File: src/rtl/pio_strobe_pkg.sv
package pio_strobe_pkg;
  localparam int REG_W  = 16;
  localparam int D1_W   = 8;
  localparam int CNT_W  = 3;
  localparam logic [7:0] OFF_PRI = 8'h40;
  localparam logic [7:0] OFF_SEC = 8'h42;
  localparam logic [7:0] OFF_D1  = 8'h44;
  localparam int BIT_DEC_EN = 15;
  localparam int BIT_D1_SEL = 14;

  typedef enum logic [1:0] {ST_IDLE, ST_STROBE, ST_RECOVER} st_e;
  typedef enum logic [1:0] {TGT_NONE, TGT_PRI, TGT_ZERO} tgt_e;

  typedef struct packed {
    logic [1:0] smp;
    logic [1:0] rec;
  } timing_t;

  function automatic logic [CNT_W-1:0] smp_clocks(input logic [1:0] code);
    case (code)
      2'b00:   smp_clocks = 3'd5;
      2'b01:   smp_clocks = 3'd4;
      default: smp_clocks = 3'd3;
    endcase
  endfunction

  function automatic logic [CNT_W-1:0] rec_clocks(input logic [1:0] code);
    rec_clocks = 3'd4 - {1'b0, code};
  endfunction
endpackage

File: src/rtl/pio_timing_regs.sv
module pio_timing_regs
  import pio_strobe_pkg::*;
#(
  parameter int CFG_AW = 8
) (
  input  logic              clk,
  input  logic              rst_n,
  input  logic              cfg_we,
  input  logic [CFG_AW-1:0] cfg_addr,
  input  logic [REG_W-1:0]  cfg_wdata,
  output logic [REG_W-1:0]  cfg_rdata,
  output timing_t           pri_tim,
  output timing_t           d1_tim,
  output logic              d1_sel,
  output logic              dec_en
);
  logic [REG_W-1:0] pri_q, pri_d, sec_q, sec_d;
  logic [D1_W-1:0]  d1_q, d1_d;
  logic             pri_en, sec_en, d1_en;

  always_comb begin
    pri_en = cfg_we && (cfg_addr == CFG_AW'(OFF_PRI));
    sec_en = cfg_we && (cfg_addr == CFG_AW'(OFF_SEC));
    d1_en  = cfg_we && (cfg_addr == CFG_AW'(OFF_D1));
    pri_d  = pri_en ? cfg_wdata : pri_q;
    sec_d  = sec_en ? cfg_wdata : sec_q;
    d1_d   = d1_en  ? cfg_wdata[D1_W-1:0] : d1_q;
  end

  always_ff @(posedge clk or negedge rst_n) begin
    if (!rst_n) begin
      pri_q <= '0;
      sec_q <= '0;
      d1_q  <= '0;
    end else begin
      pri_q <= pri_d;
      sec_q <= sec_d;
      d1_q  <= d1_d;
    end
  end

  always_comb begin
    if (cfg_addr == CFG_AW'(OFF_PRI))     cfg_rdata = pri_q;
    else if (cfg_addr == CFG_AW'(OFF_SEC)) cfg_rdata = sec_q;
    else if (cfg_addr == CFG_AW'(OFF_D1))  cfg_rdata = {{(REG_W-D1_W){1'b0}}, d1_q};
    else                                   cfg_rdata = '0;
  end

  assign dec_en      = pri_q[BIT_DEC_EN];
  assign d1_sel      = pri_q[BIT_D1_SEL];
  assign pri_tim.smp = pri_q[13:12];
  assign pri_tim.rec = pri_q[9:8];
  assign d1_tim.smp  = d1_q[3:2];
  assign d1_tim.rec  = d1_q[1:0];
endmodule

File: src/rtl/pio_addr_decode.sv
module pio_addr_decode
  import pio_strobe_pkg::*;
#(
  parameter int ADDR_W = 16
) (
  input  logic [ADDR_W-1:0] addr,
  input  logic              io_space_en,
  input  logic              dec_en,
  output tgt_e              tgt
);
  localparam logic [ADDR_W-1:0] PRI_CMD  = ADDR_W'(16'h01F0);
  localparam logic [ADDR_W-1:0] PRI_CTL  = ADDR_W'(16'h03F6);
  localparam logic [ADDR_W-1:0] SEC_CMD  = ADDR_W'(16'h0170);
  localparam logic [ADDR_W-1:0] SEC_CTL  = ADDR_W'(16'h0376);

  logic pri_hit, sec_hit;

  always_comb begin
    pri_hit = (addr[ADDR_W-1:3] == PRI_CMD[ADDR_W-1:3]) || (addr == PRI_CTL);
    sec_hit = (addr[ADDR_W-1:3] == SEC_CMD[ADDR_W-1:3]) || (addr == SEC_CTL);
    if (pri_hit && io_space_en && dec_en) tgt = TGT_PRI;
    else if (sec_hit)                     tgt = TGT_ZERO;
    else                                  tgt = TGT_NONE;
  end
endmodule

File: src/rtl/pio_strobe_fsm.sv
module pio_strobe_fsm
  import pio_strobe_pkg::*;
#(
  parameter int DATA_W = 16
) (
  input  logic              clk,
  input  logic              rst_n,
  input  logic              req_valid,
  input  logic              req_write,
  input  logic              req_drive,
  input  logic [DATA_W-1:0] req_wdata,
  input  tgt_e              tgt,
  input  timing_t           pri_tim,
  input  timing_t           d1_tim,
  input  logic              d1_sel,
  input  logic              iordy,
  input  logic [DATA_W-1:0] dbus_in,
  output logic              req_ack,
  output logic [DATA_W-1:0] rsp_rdata,
  output logic [DATA_W-1:0] dbus_out,
  output logic              rd_strobe_n,
  output logic              wr_strobe_n
);
  st_e              st_q, st_d;
  logic [CNT_W-1:0] cnt_q, cnt_d;
  logic [1:0]       rec_q, rec_d;
  logic             wr_q, wr_d;
  logic [DATA_W-1:0] dout_q, dout_d;
  timing_t          sel;
  logic             can_start, start, done, zero_ack;

  always_comb begin
    sel       = (req_drive && d1_sel) ? d1_tim : pri_tim;
    can_start = (st_q == ST_IDLE) || ((st_q == ST_RECOVER) && (cnt_q == '0));
    start     = can_start && req_valid && (tgt == TGT_PRI);
    zero_ack  = can_start && req_valid && (tgt != TGT_PRI);
    done      = (st_q == ST_STROBE) && (cnt_q == '0) && iordy;
    req_ack   = done || zero_ack;
    rsp_rdata = (done && !wr_q) ? dbus_in : '0;
  end

  always_comb begin
    st_d   = st_q;
    cnt_d  = cnt_q;
    rec_d  = rec_q;
    wr_d   = wr_q;
    dout_d = dout_q;
    if (start) begin
      st_d   = ST_STROBE;
      cnt_d  = smp_clocks(sel.smp) - 3'd1;
      rec_d  = sel.rec;
      wr_d   = req_write;
      dout_d = req_wdata;
    end else begin
      case (st_q)
        ST_STROBE: begin
          if (cnt_q != '0) begin
            cnt_d = cnt_q - 3'd1;
          end else if (iordy) begin
            st_d  = ST_RECOVER;
            cnt_d = rec_clocks(rec_q) - 3'd1;
          end
        end
        ST_RECOVER: begin
          if (cnt_q != '0) cnt_d = cnt_q - 3'd1;
          else             st_d  = ST_IDLE;
        end
        default: st_d = ST_IDLE;
      endcase
    end
  end

  always_ff @(posedge clk or negedge rst_n) begin
    if (!rst_n) begin
      st_q   <= ST_IDLE;
      cnt_q  <= '0;
      rec_q  <= '0;
      wr_q   <= 1'b0;
      dout_q <= '0;
    end else begin
      st_q   <= st_d;
      cnt_q  <= cnt_d;
      rec_q  <= rec_d;
      wr_q   <= wr_d;
      dout_q <= dout_d;
    end
  end

  assign rd_strobe_n = !((st_q == ST_STROBE) && !wr_q);
  assign wr_strobe_n = !((st_q == ST_STROBE) && wr_q);
  assign dbus_out    = dout_q;
endmodule

File: src/rtl/pio_strobe_gen.sv
module pio_strobe_gen
  import pio_strobe_pkg::*;
#(
  parameter int ADDR_W = 16,
  parameter int DATA_W = 16,
  parameter int CFG_AW = 8
) (
  input  logic              clk,
  input  logic              rst_n,
  input  logic              req_valid,
  input  logic [ADDR_W-1:0] req_addr,
  input  logic              req_write,
  input  logic              req_drive,
  input  logic [DATA_W-1:0] req_wdata,
  output logic              req_ack,
  output logic [DATA_W-1:0] rsp_rdata,
  input  logic              io_space_en,
  input  logic              iordy,
  input  logic [DATA_W-1:0] dbus_in,
  output logic [DATA_W-1:0] dbus_out,
  output logic              rd_strobe_n,
  output logic              wr_strobe_n,
  input  logic              cfg_we,
  input  logic [CFG_AW-1:0] cfg_addr,
  input  logic [REG_W-1:0]  cfg_wdata,
  output logic [REG_W-1:0]  cfg_rdata
);
  timing_t pri_tim, d1_tim;
  logic    d1_sel, dec_en;
  tgt_e    tgt;

  pio_timing_regs #(.CFG_AW(CFG_AW)) u_regs (
    .clk(clk), .rst_n(rst_n), .cfg_we(cfg_we), .cfg_addr(cfg_addr),
    .cfg_wdata(cfg_wdata), .cfg_rdata(cfg_rdata), .pri_tim(pri_tim),
    .d1_tim(d1_tim), .d1_sel(d1_sel), .dec_en(dec_en)
  );

  pio_addr_decode #(.ADDR_W(ADDR_W)) u_dec (
    .addr(req_addr), .io_space_en(io_space_en), .dec_en(dec_en), .tgt(tgt)
  );

  pio_strobe_fsm #(.DATA_W(DATA_W)) u_fsm (
    .clk(clk), .rst_n(rst_n), .req_valid(req_valid), .req_write(req_write),
    .req_drive(req_drive), .req_wdata(req_wdata), .tgt(tgt),
    .pri_tim(pri_tim), .d1_tim(d1_tim), .d1_sel(d1_sel), .iordy(iordy),
    .dbus_in(dbus_in), .req_ack(req_ack), .rsp_rdata(rsp_rdata),
    .dbus_out(dbus_out), .rd_strobe_n(rd_strobe_n), .wr_strobe_n(wr_strobe_n)
  );
endmodule

File: config.mk
export PLATFORM = sky130hd
export DESIGN_NAME = pio_strobe_gen
export DESIGN_NICKNAME = d
export VERILOG_FILES = /design/src/rtl/pio_strobe_pkg.sv /design/src/rtl/pio_timing_regs.sv /design/src/rtl/pio_addr_decode.sv /design/src/rtl/pio_strobe_fsm.sv /design/src/rtl/pio_strobe_gen.sv
export SDC_FILE = /design/constraint.sdc
export NUM_CORES = 1
export LEC_CHECK = 0
export ABC_AREA = 1
export BUFFER_PORTS_ARGS = -buffer_cell sky130_fd_sc_hd__buf_2
export CAP_MARGIN = 10
export CORE_UTILIZATION = 47
export CTS_BUF_LIST = sky130_fd_sc_hd__clkbuf_8
export DETAILED_ROUTE_END_ITERATION = 12
export MAX_ROUTING_LAYER = met4
export PLACE_DENSITY = 0.86
export SYNTH_ARGS = -nofsm -noshare
export SYNTH_HDL_FRONTEND = slang
export SYNTH_SLANG_ARGS = --single-unit
File: constraint.sdc
create_clock -name clk -period 5.3 [get_ports clk]
set_clock_uncertainty 0.05 [all_clocks]
set_input_delay 0.53 -clock clk [delete_from_list [all_inputs] [get_ports clk]]
set_output_delay 0.53 -clock clk [all_outputs]
set_load 0.02 [all_outputs]
==> qor.yml <==
route:
  antenna_left: 0
  drc: 0
  routed_via_density: 4.84
  dr.pass1.iters: 5
  wl_per_cell_um: 11.9
  vias: 3269
  drt_iter0_markers: 187
  drt_wl_total_mm: 8.03
sta:
  hold_slack_ns: 0.302
  tightestPinTransition_ns: 0.794
  fin_ws_ns: 2.64
  max_freq_ghz: 0.376
  finalSetupTns_ns: 0
  finalSetupViolations: 0
  slew_viol_final: 0
  slew_headroom_pct: 47.0
  fin_crit_ns: 2.66
  period_share_pct: 50.1
  hold_viol_final: 0
  grt_setup_unrepaired: "false"
placed_design:
  dp_cells: 660
  dp_slack_ns: 2.61
  port_buffers: 130
  postPlaceCellArea_mm2: 0.00411
  place.gp.congestion: 0.839
  dp.final_hpwl_mm: 6.09
hold_path:
  hp-class: "in2async"
die:
  fp.dieW_um: 87.5
  dieArea_mm2: 0.00766
  num_rows: 30
  io_pins: 131
  core_mm2: 0.00694
  die_h_um: 87.5
  initial_utilization_pct: 49.5
clocking:
  cts_root_buf: "clkbuf_8"
  cts_made_buffers: 9
  cts.path.max_buffers: 2
  clock-sinks: 64
  ctsResizeCount: 0
  clock_latency_ns: 0.33
  post-cts-setup-buffers: 0
  ctsHoldBuffers: 0
  cts.reportedPaths.clkPinSlew_ns: 0.07
  cts_max_level: 3
  cts_tree: "built"
setup_path:
  arrival_ns: 2.08
  startpoint_type: "input port"
  end_kind: "output port"
  crit_fanout: 16
  crit_type: "in2out"
  required_ns: 4.72
pwr:
  power.leakage_uw: 0.00254
  power.density_mw_per_mm2: 239
  ir_drop_v: 0.000134
synth:
  synth_warnings: 0
  synth_edf_count: 0
  yosys_register_bits: 64
  syn_area_mm2: 0.00344
  synthCells: 448
  ys_seq_area_share_pct: 46.6
  syn_area_per_cell_um2: 7.67
  yosys_most_used_dff: "dfrtp_1"
  async_reset_ff_share_pct: 100
  syn_nets: 534
  ys_types: 32
cells_and_area:
  area_growth_pct: 25.6
  nNetsFinal: 661
  antenna_cells: 0
  fill_cells: 618
  final_cells: 675
  final_layout_size_suffix_gt1_share_pct: 29.9
  fin_area_mm2: 0.00432
global_route:
  grt_start_max_net_pins: 65
  grt_pass1_vias: 2997
  grt_use_total_pct: 22.7
  antenna_found_initial: 0
  grt_first_pass_wirelength_mm: 12.9
  overflow: 0
run_status:
  status: "finished clean"
flow_run:
  maxCapViolCount: 0
[power by group]
group / internal [uW] / leakage, uW / switching [uW]
Combinational: 37.8 / 0.00159 / 51.3
Sequential: 505 / 0.000845 / 9.60
Clock: 252 / 0.000106 / 176
[cell type report]
cell class / count / area (um2) / area share, %
Multi-Input combinational cell: 286 / 1420 / 32.9
Tap cell: 96 / 120 / 2.78
Sequential cell: 64 / 1600 / 37.1
Clock inverter: 3 / 41.3 / 0.957
Clock buffer: 12 / 165 / 3.83
Timing Repair Buffer: 131 / 658 / 15.2
Inverter: 83 / 312 / 7.22
[registers in the layout, indices dropped and copies added, names as in the netlist]
name,cells
u_regs.sec_q,16
u_fsm.dbus_out,16
u_fsm.st_q,2
u_regs.d1_q,8
u_fsm.wr_q,1
u_regs.pri_q,16
u_fsm.cnt_q,3
u_fsm.rec_q,2
[synth_stat cells, types with 2 or more instances]
cell / n / area (um2)
ha_1: 6 / 75.1
inv_1: 82 / 308
nor4_1: 2 / 12.5
o21ai_2: 16 / 140
o21ai_1: 16 / 80.1
buf_6: 5 / 56.3
dfrtp_1: 64 / 1600
o211ai_1: 7 / 52.6
clkbuf_1: 4 / 15.0
nand2_1: 143 / 537
o21ai_0: 31 / 155
buf_2: 5 / 25.0
nand4_1: 2 / 12.5
nor2_1: 31 / 116
nand3_1: 10 / 50.1
nand2_2: 4 / 25.0
a21oi_1: 5 / 25.0
[critical path, cell delays in order]
cell and delay (ns):
buf_2 0.11, nor4_4 0.40, and2_1 0.60, nand2_1 0.11, o211ai_1 0.12, buf_2 0.20
[logic make-up after synthesis]
group,share of synthesized area (%)
AND/OR/NAND/NOR,24.4
buffers and inverters,12.1
AO/OA/AOI/OAI,14.5
flip-flops,46.6
adder cells (fa/ha/maj),2.18
XOR/XNOR,0.255
[layer usage]
metal / GRT usage [%] / routed length, um / up-vias
met2: 39.0 / 3900 / 127
met5: - / 0 / -
met1: 25.5 / 3430 / 1489
li1: - / - / 1634
met4: 9.84 / 220 / 0
met3: 5.02 / 482 / 19
[per-stage QoR]
stage               utilization (%)  power [uW]
floorplan                         -         559
global placement               59.2         609
detailed placement             59.2         613
CTS                            62.2        1040
global route                   62.2        1080
finish                         62.2        1030
[layout by cell type (no fill, tap or decap), types with 2 or more instances in the layout]
cell,instances
a21oi_1,5
buf_2,130
clkbuf_8,12
dfrtp_1,64
ha_1,6
inv_1,83
nand2_1,143
nand2_2,4
nand3_1,10
nand4_1,2
nor2_1,31
nor4_1,2
o211ai_1,7
o21ai_0,31
o21ai_1,16
o21ai_2,16
[path summary, 6_finish.rpt]
path | start | endpoint | slack, ns | cells past startpoint
min | rst_n | u_regs.d1_q[5]$_DFFE_PN0P_ | 0.30 | 2
min in group clk | cfg_wdata[4] | u_regs.d1_q[4]$_DFFE_PN0P_ | 0.37 | 3
min reg2reg | u_fsm.dbus_out[3]$_DFFE_PN0P_ | u_fsm.dbus_out[3]$_DFFE_PN0P_ | 0.43 | 2
max | cfg_addr[5] | cfg_rdata[5] | 2.64 | 6
max in group asynchronous | rst_n | u_fsm.cnt_q[0]$_DFFE_PN0P_ | 4.36 | 2
max reg2reg | u_fsm.st_q[0]$_DFFE_PN0P_ | u_fsm.cnt_q[1]$_DFFE_PN0P_ | 2.99 | 9
Note: power is estimated with default switching activity, not from simulation.
